[config.mk]
export PLATFORM = sky130hd
export DESIGN_NAME = lms_adaptive_filter
export DESIGN_NICKNAME = d
export VERILOG_FILES = /design/src/rtl/lms_pkg.sv /design/src/rtl/lms_ctrl.sv /design/src/rtl/lms_datapath.sv /design/src/rtl/lms_adaptive_filter.sv
export SDC_FILE = /design/constraint.sdc
export NUM_CORES = 2
export LEC_CHECK = 0
export BUFFER_PORTS_ARGS = -buffer_cell sky130_fd_sc_hd__buf_2
export CORE_UTILIZATION = 40
export DETAILED_ROUTE_END_ITERATION = 10
export GPL_TIMING_DRIVEN = 0
export SLEW_MARGIN = 20
export SYNTH_ARGS = -nofsm -noshare
export SYNTH_HDL_FRONTEND = slang
export SYNTH_SLANG_ARGS = --single-unit
[constraint.sdc]
create_clock -name clk -period 20.3 [get_ports clk]
set_input_delay 3.045 -clock clk [delete_from_list [all_inputs] [get_ports clk]]
set_output_delay 3.045 -clock clk [all_outputs]
set_load 0.02 [all_outputs]
[src/rtl/lms_pkg.sv]
package lms_pkg;

  // strobes from control to datapath, one set per clock
  typedef struct packed {
    logic loadOut;    // capture y and e
    logic shiftLine;  // push xIn into the past-sample line
    logic adaptW;     // write the updated weights
    logic wipeW;      // force all weights to zero
  } lms_strobe_t;

endpackage

[src/rtl/lms_ctrl.sv]
module lms_ctrl
  import lms_pkg::*;
(
  input  logic        clk,
  input  logic        rstN,
  input  logic        clearW,
  input  logic        inValid,
  output lms_strobe_t strb,
  output logic        outValid
);

  logic accept;

  assign accept = inValid && !clearW;

  always_comb begin
    strb           = '0;
    strb.wipeW     = clearW;
    strb.loadOut   = accept;
    strb.shiftLine = accept;
    strb.adaptW    = accept;
  end

  always_ff @(posedge clk or negedge rstN) begin
    if (!rstN) outValid <= 1'b0;
    else       outValid <= accept;
  end

  AST_VALID_AFTER_ACCEPT: assert property (@(posedge clk) disable iff (!rstN)
    (inValid && !clearW) |=> outValid);
  AST_NO_SPURIOUS_VALID: assert property (@(posedge clk) disable iff (!rstN)
    !(inValid && !clearW) |=> !outValid);

endmodule

[src/rtl/lms_datapath.sv]
module lms_datapath
  import lms_pkg::*;
#(
  parameter int TAPS     = 4,
  parameter int DATA_W   = 8,
  parameter int WEIGHT_W = 12,
  parameter int MU_SHIFT = 8,
  localparam int ACC_W   = DATA_W + WEIGHT_W + $clog2(TAPS),
  localparam int ERR_W   = ACC_W + 1
)(
  input  logic                       clk,
  input  logic                       rstN,
  input  lms_strobe_t                strb,
  input  logic signed [DATA_W-1:0]   xIn,
  input  logic signed [DATA_W-1:0]   dIn,
  output logic signed [ACC_W-1:0]    yOut,
  output logic signed [ERR_W-1:0]    eOut,
  output logic [TAPS*WEIGHT_W-1:0]   wFlat
);

  localparam int MULT_W = DATA_W + WEIGHT_W;
  localparam int PROD_W = ERR_W + DATA_W;
  localparam int SUM_W  = PROD_W + 1;
  localparam logic signed [WEIGHT_W-1:0] W_MAX = {1'b0, {(WEIGHT_W-1){1'b1}}};
  localparam logic signed [WEIGHT_W-1:0] W_MIN = {1'b1, {(WEIGHT_W-1){1'b0}}};

  logic signed [DATA_W-1:0]   lineQ   [TAPS-1];
  logic signed [DATA_W-1:0]   tapVec  [TAPS];
  logic signed [WEIGHT_W-1:0] wQ      [TAPS];
  logic signed [WEIGHT_W-1:0] wNext   [TAPS];
  logic signed [MULT_W-1:0]   mulTerm [TAPS];
  logic signed [PROD_W-1:0]   grad    [TAPS];
  logic signed [PROD_W-1:0]   stepK   [TAPS];
  logic signed [SUM_W-1:0]    cand    [TAPS];
  logic signed [ACC_W-1:0]    accSum;
  logic signed [ERR_W-1:0]    errNow;

  // tap 0 is the sample arriving now, the rest come from the line
  assign tapVec[0] = xIn;
  for (genvar k = 1; k < TAPS; k++) begin : g_tap
    assign tapVec[k] = lineQ[k-1];
  end

  for (genvar k = 0; k < TAPS; k++) begin : g_lane
    assign mulTerm[k] = MULT_W'(wQ[k]) * MULT_W'(tapVec[k]);
    assign grad[k]    = PROD_W'(errNow) * PROD_W'(tapVec[k]);
    assign stepK[k]   = grad[k] >>> MU_SHIFT;
    assign cand[k]    = SUM_W'(wQ[k]) + SUM_W'(stepK[k]);
    assign wNext[k]   = (cand[k] > SUM_W'(W_MAX)) ? W_MAX :
                        (cand[k] < SUM_W'(W_MIN)) ? W_MIN :
                        WEIGHT_W'(cand[k]);
    assign wFlat[k*WEIGHT_W +: WEIGHT_W] = wQ[k];
  end

  always_comb begin
    accSum = '0;
    for (int k = 0; k < TAPS; k++) accSum = accSum + ACC_W'(mulTerm[k]);
  end

  assign errNow = ERR_W'(dIn) - ERR_W'(accSum);

  always_ff @(posedge clk or negedge rstN) begin
    if (!rstN) begin
      for (int k = 0; k < TAPS; k++)     wQ[k]    <= '0;
      for (int k = 0; k < TAPS - 1; k++) lineQ[k] <= '0;
      yOut <= '0;
      eOut <= '0;
    end else begin
      if (strb.wipeW) begin
        for (int k = 0; k < TAPS; k++) wQ[k] <= '0;
      end else if (strb.adaptW) begin
        for (int k = 0; k < TAPS; k++) wQ[k] <= wNext[k];
      end
      if (strb.shiftLine) begin
        lineQ[0] <= xIn;
        for (int k = 1; k < TAPS - 1; k++) lineQ[k] <= lineQ[k-1];
      end
      if (strb.loadOut) begin
        yOut <= accSum;
        eOut <= errNow;
      end
    end
  end

  AST_WEIGHTS_HOLD_IDLE: assert property (@(posedge clk) disable iff (!rstN)
    (!strb.adaptW && !strb.wipeW) |=> $stable(wFlat));
  AST_WIPE_ZEROES: assert property (@(posedge clk) disable iff (!rstN)
    strb.wipeW |=> (wFlat == '0));
  AST_OUT_HOLD_IDLE: assert property (@(posedge clk) disable iff (!rstN)
    !strb.loadOut |=> ($stable(yOut) && $stable(eOut)));

endmodule

[src/rtl/lms_adaptive_filter.sv]
module lms_adaptive_filter
  import lms_pkg::*;
#(
  parameter int TAPS     = 4,
  parameter int DATA_W   = 8,
  parameter int WEIGHT_W = 12,
  parameter int MU_SHIFT = 8,
  localparam int ACC_W   = DATA_W + WEIGHT_W + $clog2(TAPS),
  localparam int ERR_W   = ACC_W + 1
)(
  input  logic                     clk,
  input  logic                     rstN,
  input  logic                     clearW,
  input  logic                     inValid,
  input  logic [DATA_W-1:0]        xIn,
  input  logic [DATA_W-1:0]        dIn,
  output logic                     outValid,
  output logic [ACC_W-1:0]         yOut,
  output logic [ERR_W-1:0]         eOut,
  output logic [TAPS*WEIGHT_W-1:0] wFlat
);

  lms_strobe_t strb;
  logic signed [ACC_W-1:0] ySig;
  logic signed [ERR_W-1:0] eSig;

  lms_ctrl u_ctrl (
    .clk      (clk),
    .rstN     (rstN),
    .clearW   (clearW),
    .inValid  (inValid),
    .strb     (strb),
    .outValid (outValid)
  );

  lms_datapath #(
    .TAPS     (TAPS),
    .DATA_W   (DATA_W),
    .WEIGHT_W (WEIGHT_W),
    .MU_SHIFT (MU_SHIFT)
  ) u_dp (
    .clk   (clk),
    .rstN  (rstN),
    .strb  (strb),
    .xIn   ($signed(xIn)),
    .dIn   ($signed(dIn)),
    .yOut  (ySig),
    .eOut  (eSig),
    .wFlat (wFlat)
  );

  assign yOut = ySig;
  assign eOut = eSig;

  AST_ERR_MATCHES_DESIRED: assert property (@(posedge clk) disable iff (!rstN)
    outValid |-> ($signed(eOut) ==
                  ERR_W'($signed($past(dIn))) - ERR_W'($signed(yOut))));

endmodule

# Yosys cells after proc, flatten, opt, wreduce, memory -nomap -nowiden
# Cells that the tools add are included.
# Widths: inputs -> output; s select.
# classes
addsub,8
multipliers,8
magnitude_cmp,8
mux,10
reduce_logical,3
# op_table
op,count
$gt 32x12->1 const B,4
$lt 32x12->1 const B,4
$mul 23x8->31,4
$add 12x23->24,4
$mux 12,8
$mux 48,2
$mul 12x8->20,4
$sub 8x22->23,1
$add 21x20->22,1
$add 22x20->22,1
$add 20x20->21,1
$reduce_bool 2->1,1
$logic_and 1x1->1,1
$logic_not 1->1,1
# totals
register_bits,118
inputBits,20
out_inout_bits,94
wordCells,47

# Longest topological paths before layout
# depth
word_depth,12
ltp_mapped,66
ltp_nobuf,62

# Cells and area by module
# From an unflattened synthesis, not the netlist that was laid out.
# unflattened
hier_cells,5650
area_unflattened_um2,50109.3
# by_module_without_submodules
mod,instances,cells_per_inst,area_each_um2,seq_area_each_um2
lms_datapath,1,5644,50040.5,2927.8
lms_ctrl,1,6,68.8,25.0

# Least setup slack after synthesis
# No wires, ideal clock.
# synth_path
path_kind,input to register
start,in xIn[6]
end,reg u_dp.wQ (netlist bit u_dp.wFlat[22])
setup_ns,0.126
arrival_time_ns,16.799
t_required_ns,20.174
slack_ns,3.374
path_stages,54
path_buffers,4
path_cell_list,clkbuf_1 > clkbuf_1 > and2_1 > fa_1 > fa_1 > fa_1 > inv_1 > fa_1 > fa_1 > inv_1 > fa_1 > fa_1 > inv_1 > fa_1 > inv_1 > ha_1 > nor3_1 > nor2_1 > [18 not listed] > nor2b_1 > o21a_1 > a211o_1 > o21a_1 > o21a_1 > or3_1 > nor2b_1 > ha_1 > nand3_1 > or3_1 > a211oi_2 > o311ai_1 > o2111ai_1 > nor4bb_1 > a41o_1 > and2_1 > buf_2 > a221o_1
# synth_via
elab_chain_len,12
word_cells_on_any_way,13
classes_between,5 x add/sub; 2 x mul; 2 x order compare; 4 x mux
# synth_rtl
item,line,rtl
start: declaration,lms_adaptive_filter.sv:15,"input logic [DATA_W-1:0] xIn,"
$mul 12x8->20 *,lms_datapath.sv:45,assign mulTerm[k] = MULT_W'(wQ[k]) * MULT_W'(tapVec[k]);
$add 20x20->21 *,lms_datapath.sv:57,for (int k = 0; k < TAPS; k++) accSum = accSum + ACC_W'(mulTerm[k]);
$add 21x20->22 *,lms_datapath.sv:57,
$add 22x20->22 *,lms_datapath.sv:57,
$sub 8x22->23 *,lms_datapath.sv:60,assign errNow = ERR_W'(dIn) - ERR_W'(accSum);
$mul 23x8->31 *,lms_datapath.sv:46,assign grad[k] = PROD_W'(errNow) * PROD_W'(tapVec[k]);
$add 12x23->24 *,lms_datapath.sv:48,assign cand[k] = SUM_W'(wQ[k]) + SUM_W'(stepK[k]);
$lt 32x12->1,lms_datapath.sv:50,(cand[k] < SUM_W'(W_MIN)) ? W_MIN :
$mux 12,lms_datapath.sv:50,
$mux 12 *,lms_datapath.sv:49,assign wNext[k] = (cand[k] > SUM_W'(W_MAX)) ? W_MAX :
$mux 48 *,lms_datapath.sv:71,end else if (strb.adaptW) begin
$mux 48 *,lms_datapath.sv:69,if (strb.wipeW) begin
end: declaration,lms_datapath.sv:29,logic signed [WEIGHT_W-1:0] wQ [TAPS];
# Mark *: on every way between the ends. The rest lies on a longest branch, timed or not. The select of a mux whose other input is x is not followed.
# A chain may end at the register's enable or synchronous reset.

# Worst setup path after layout
# layout_path
start,in xIn[3]
end,reg u_dp.wQ (netlist bit u_dp.wFlat[20])
# The elaborated chain is that of the path after synthesis.

==> metrics.cfg <==
[outcome]
status=finished, violations left
failed_checks=design-rule violations

[drt]
via_per_inst=5.37
drtAntennaViolNets=0
route.detailed.wl_per_inst_um=23.7
first_iter_violations=3582
drt_pre_antenna_iters=8
finalWirelength_um=178000
drc=60
detailroute.via_count=40400

[sta]
tns_setup_ns=0
setup_slack_ns=0.594
timing.fmax_mhz=50.7
final_period_minus_worst_setup_slack_ns=19.71
setup_viol=0
worst_hold_slack_ns=0.474
slew_viol_final=0
grt_setup_unrepaired=false
worst_slew_pin_tran_ns=1.28
min_period_over_period=0.971
skew_ns=0.0298
report.final.hold_viol_count=0
slew_headroom=0.145

[floorplanning]
chip_height_um=356
core_region_area_um2=124000
dieWidth_um=356
floorplan.io_pins=114
design.die.area_um2=126000
rows=129
start_util=0.404

[finish]
n_fill_cell=12200
fraction_of_final_layout_cells_with_drive_strength_greater_than_1=0.0501
nets=7320
final_cell_area_um2=53900
layout-area-overhead-vs-synth_pct=7.71
final_cell_mix=inv_1, fa_1, and2_1
final_common_cell=inv_1

[synth]
cell_types_occupying_the_most_area_after_synthesis=fa_1, ha_1, inv_1, and2_1, dfrtp_1
syn_avg_cell_area_um2=8.80
synth_nets=7171
postSynthRegisterBits=118
synthArstFlopShare=1.00
synth_sequential_area_ratio=0.0590
yosys_most_used_dff=dfrtp_1
synthesis.area_um2=50000
synthesis.instances=5684
synth_unique_cells=97
yosys_warnings=0
synth_enable_flop_cells=0
synth_top_cell_area_share=0.406
synth_top_cell_by_area=fa_1

[global_route]
global_route.usage.total=0.290
via_count_of_the_first_global_routing_pass=41300
grt_start_max_net_pins=76
globalRouteOverflowTotal=0
global_route_wire_length_before_repair_um=266000
antenna_violations_before_repair=19

[clocking]
cts_htree_levels=4
number_of_clock_sinks_seen_by_cts=118
clk_transition_reported_paths_ns=0.07
clkLatencyLatePin_ns=0.55
clock-root-buffer=clkbuf_16
max-clock-path-buffers=2
number_of_buffers_created_by_cts=17
tritoncts_clock_tree=done

[setup_path]
slowest_stage=o31ai_4
crit_required_ns=20.72
critPathArrivalTime_ns=20.13
worstSetupPathType=input port to flop
worstPathBufferInverterCount=12
r2r_slack_ns=2.14
crit_path_max_fanout=10
critPathMaxStageDelay_ns=0.96
critical-path-top-cell-by-count=fa_1
timing.critical_path.to_type=flop
worstSetupStartpointType=input port
critical_path.top_delay_family=adder cells

[placement]
preCtsSetupSlack_ns=-0.535
count_of_buffers_from_port_buffering=109
dp.final_hpwl_um=147000
place_area_um2=53100
gp_congestion=1.01

[run]
maxcap_viol_count=0

[hold_path]
hold_class=flop to flop

==> cells by family (layout without fill, tap and decap cells) <==
| family | count (synthesis) | count (layout) | share of synthesized area |
|---|---|---|---|
| mux | 16 | 16 | 0.00353 |
| buf+inv | 1461 | 1623 | 0.110 |
| simple gates | 1784 | 1784 | 0.183 |
| compound gates | 627 | 627 | 0.0878 |
| xor+xnor | 210 | 210 | 0.0371 |
| other cells | 0 | 25 | 0 |
| flops | 118 | 118 | 0.0590 |
| fa+ha+maj | 1468 | 1468 | 0.520 |
==> metal layers <==
metal | track usage | share of wire
met1 | 0.376 | 0.40
met5 | 0 | 0.00083
met4 | 0.149 | 0.056
met3 | 0.0730 | 0.096
met2 | 0.448 | 0.45
==> layout make-up <==
type / count / area [µm²] / area share
Multi-Input combinational cell: 4105 / 41700 / 0.775
Inverter: 1217 / 4570 / 0.0848
Sequential cell: 118 / 2950 / 0.0548
Tap cell: 1637 / 2050 / 0.0380
Buffer: 244 / 992 / 0.0184
Timing Repair Buffer: 130 / 866 / 0.0161
Clock buffer: 18 / 439 / 0.00815
Clock inverter: 14 / 199 / 0.00369
Antenna cell: 25 / 62.6 / 0.00116
==> sequential cells by signal (all words and copies together), names as in the netlist <==
| name | flops |
|---|---|
| u_ctrl.outValid | 1 |
| u_dp.lineQ | 24 |
| u_dp.eOut | 23 |
| u_dp.yOut | 22 |
| u_dp.wFlat | 48 |
==> per-stage QoR <==
| stage | std cells | utilization |
|---|---|---|
| floorplan | 5684 | - |
| global placement | 7430 | 0.425 |
| detailed placement | 7449 | 0.429 |
| CTS | 7483 | 0.434 |
| global route | 7484 | 0.435 |
| finish | 7508 | 0.435 |
==> worst min-delay path, cell delays in order, from the launching register on <==
cell and delay, ns:
dfrtp_1 0.34, nand2_1 0.04, o21ai_0 0.06
==> repair_timing <==
| item | 4_1_cts | 5_1_grt |
|---|---|---|
| buffers inserted | 2 | 0 |
| pin swaps | 1 | 0 |
| resized for setup | 0 | 33 |
| setup endpoints to repair | 10 | 44 |
| hold buffers | 0 | 0 |
==> cells in the mapped netlist (22+ instances only) <==
| cell | n |
|---|---|
| nor2_1 | 231 |
| ha_1 | 452 |
| nor3_1 | 52 |
| and2_1 | 629 |
| dfrtp_1 | 118 |
| a21oi_1 | 129 |
| a21o_1 | 62 |
| nand2_1 | 559 |
| buf_2 | 22 |
| xor2_1 | 49 |
| a211oi_1 | 23 |
| o21a_1 | 55 |
| o21ai_0 | 132 |
| clkbuf_1 | 215 |
| nand3_1 | 38 |
| fa_1 | 1015 |
| a221o_1 | 30 |
| inv_1 | 1214 |
| xnor2_1 | 159 |
| nor2b_1 | 101 |
| nand2b_1 | 70 |
==> final timing paths <==
path | from | to | cells past startpoint
max | xIn[3] | u_dp.wFlat[20] | 56
max in group asynchronous | rstN | u_dp.wFlat[24] | 2
max reg2reg | u_dp.lineQ[3] | u_dp.wFlat[20] | 55
min reg2reg | u_dp.eOut[4] | u_dp.eOut[4] | 2
min in group asynchronous | rstN | u_dp.wFlat[11] | 1
min | u_dp.eOut[4] | u_dp.eOut[4] | 2
Power is not shown: default switching activity piles up to over one toggle a cycle in this logic, so the estimate is an artifact.
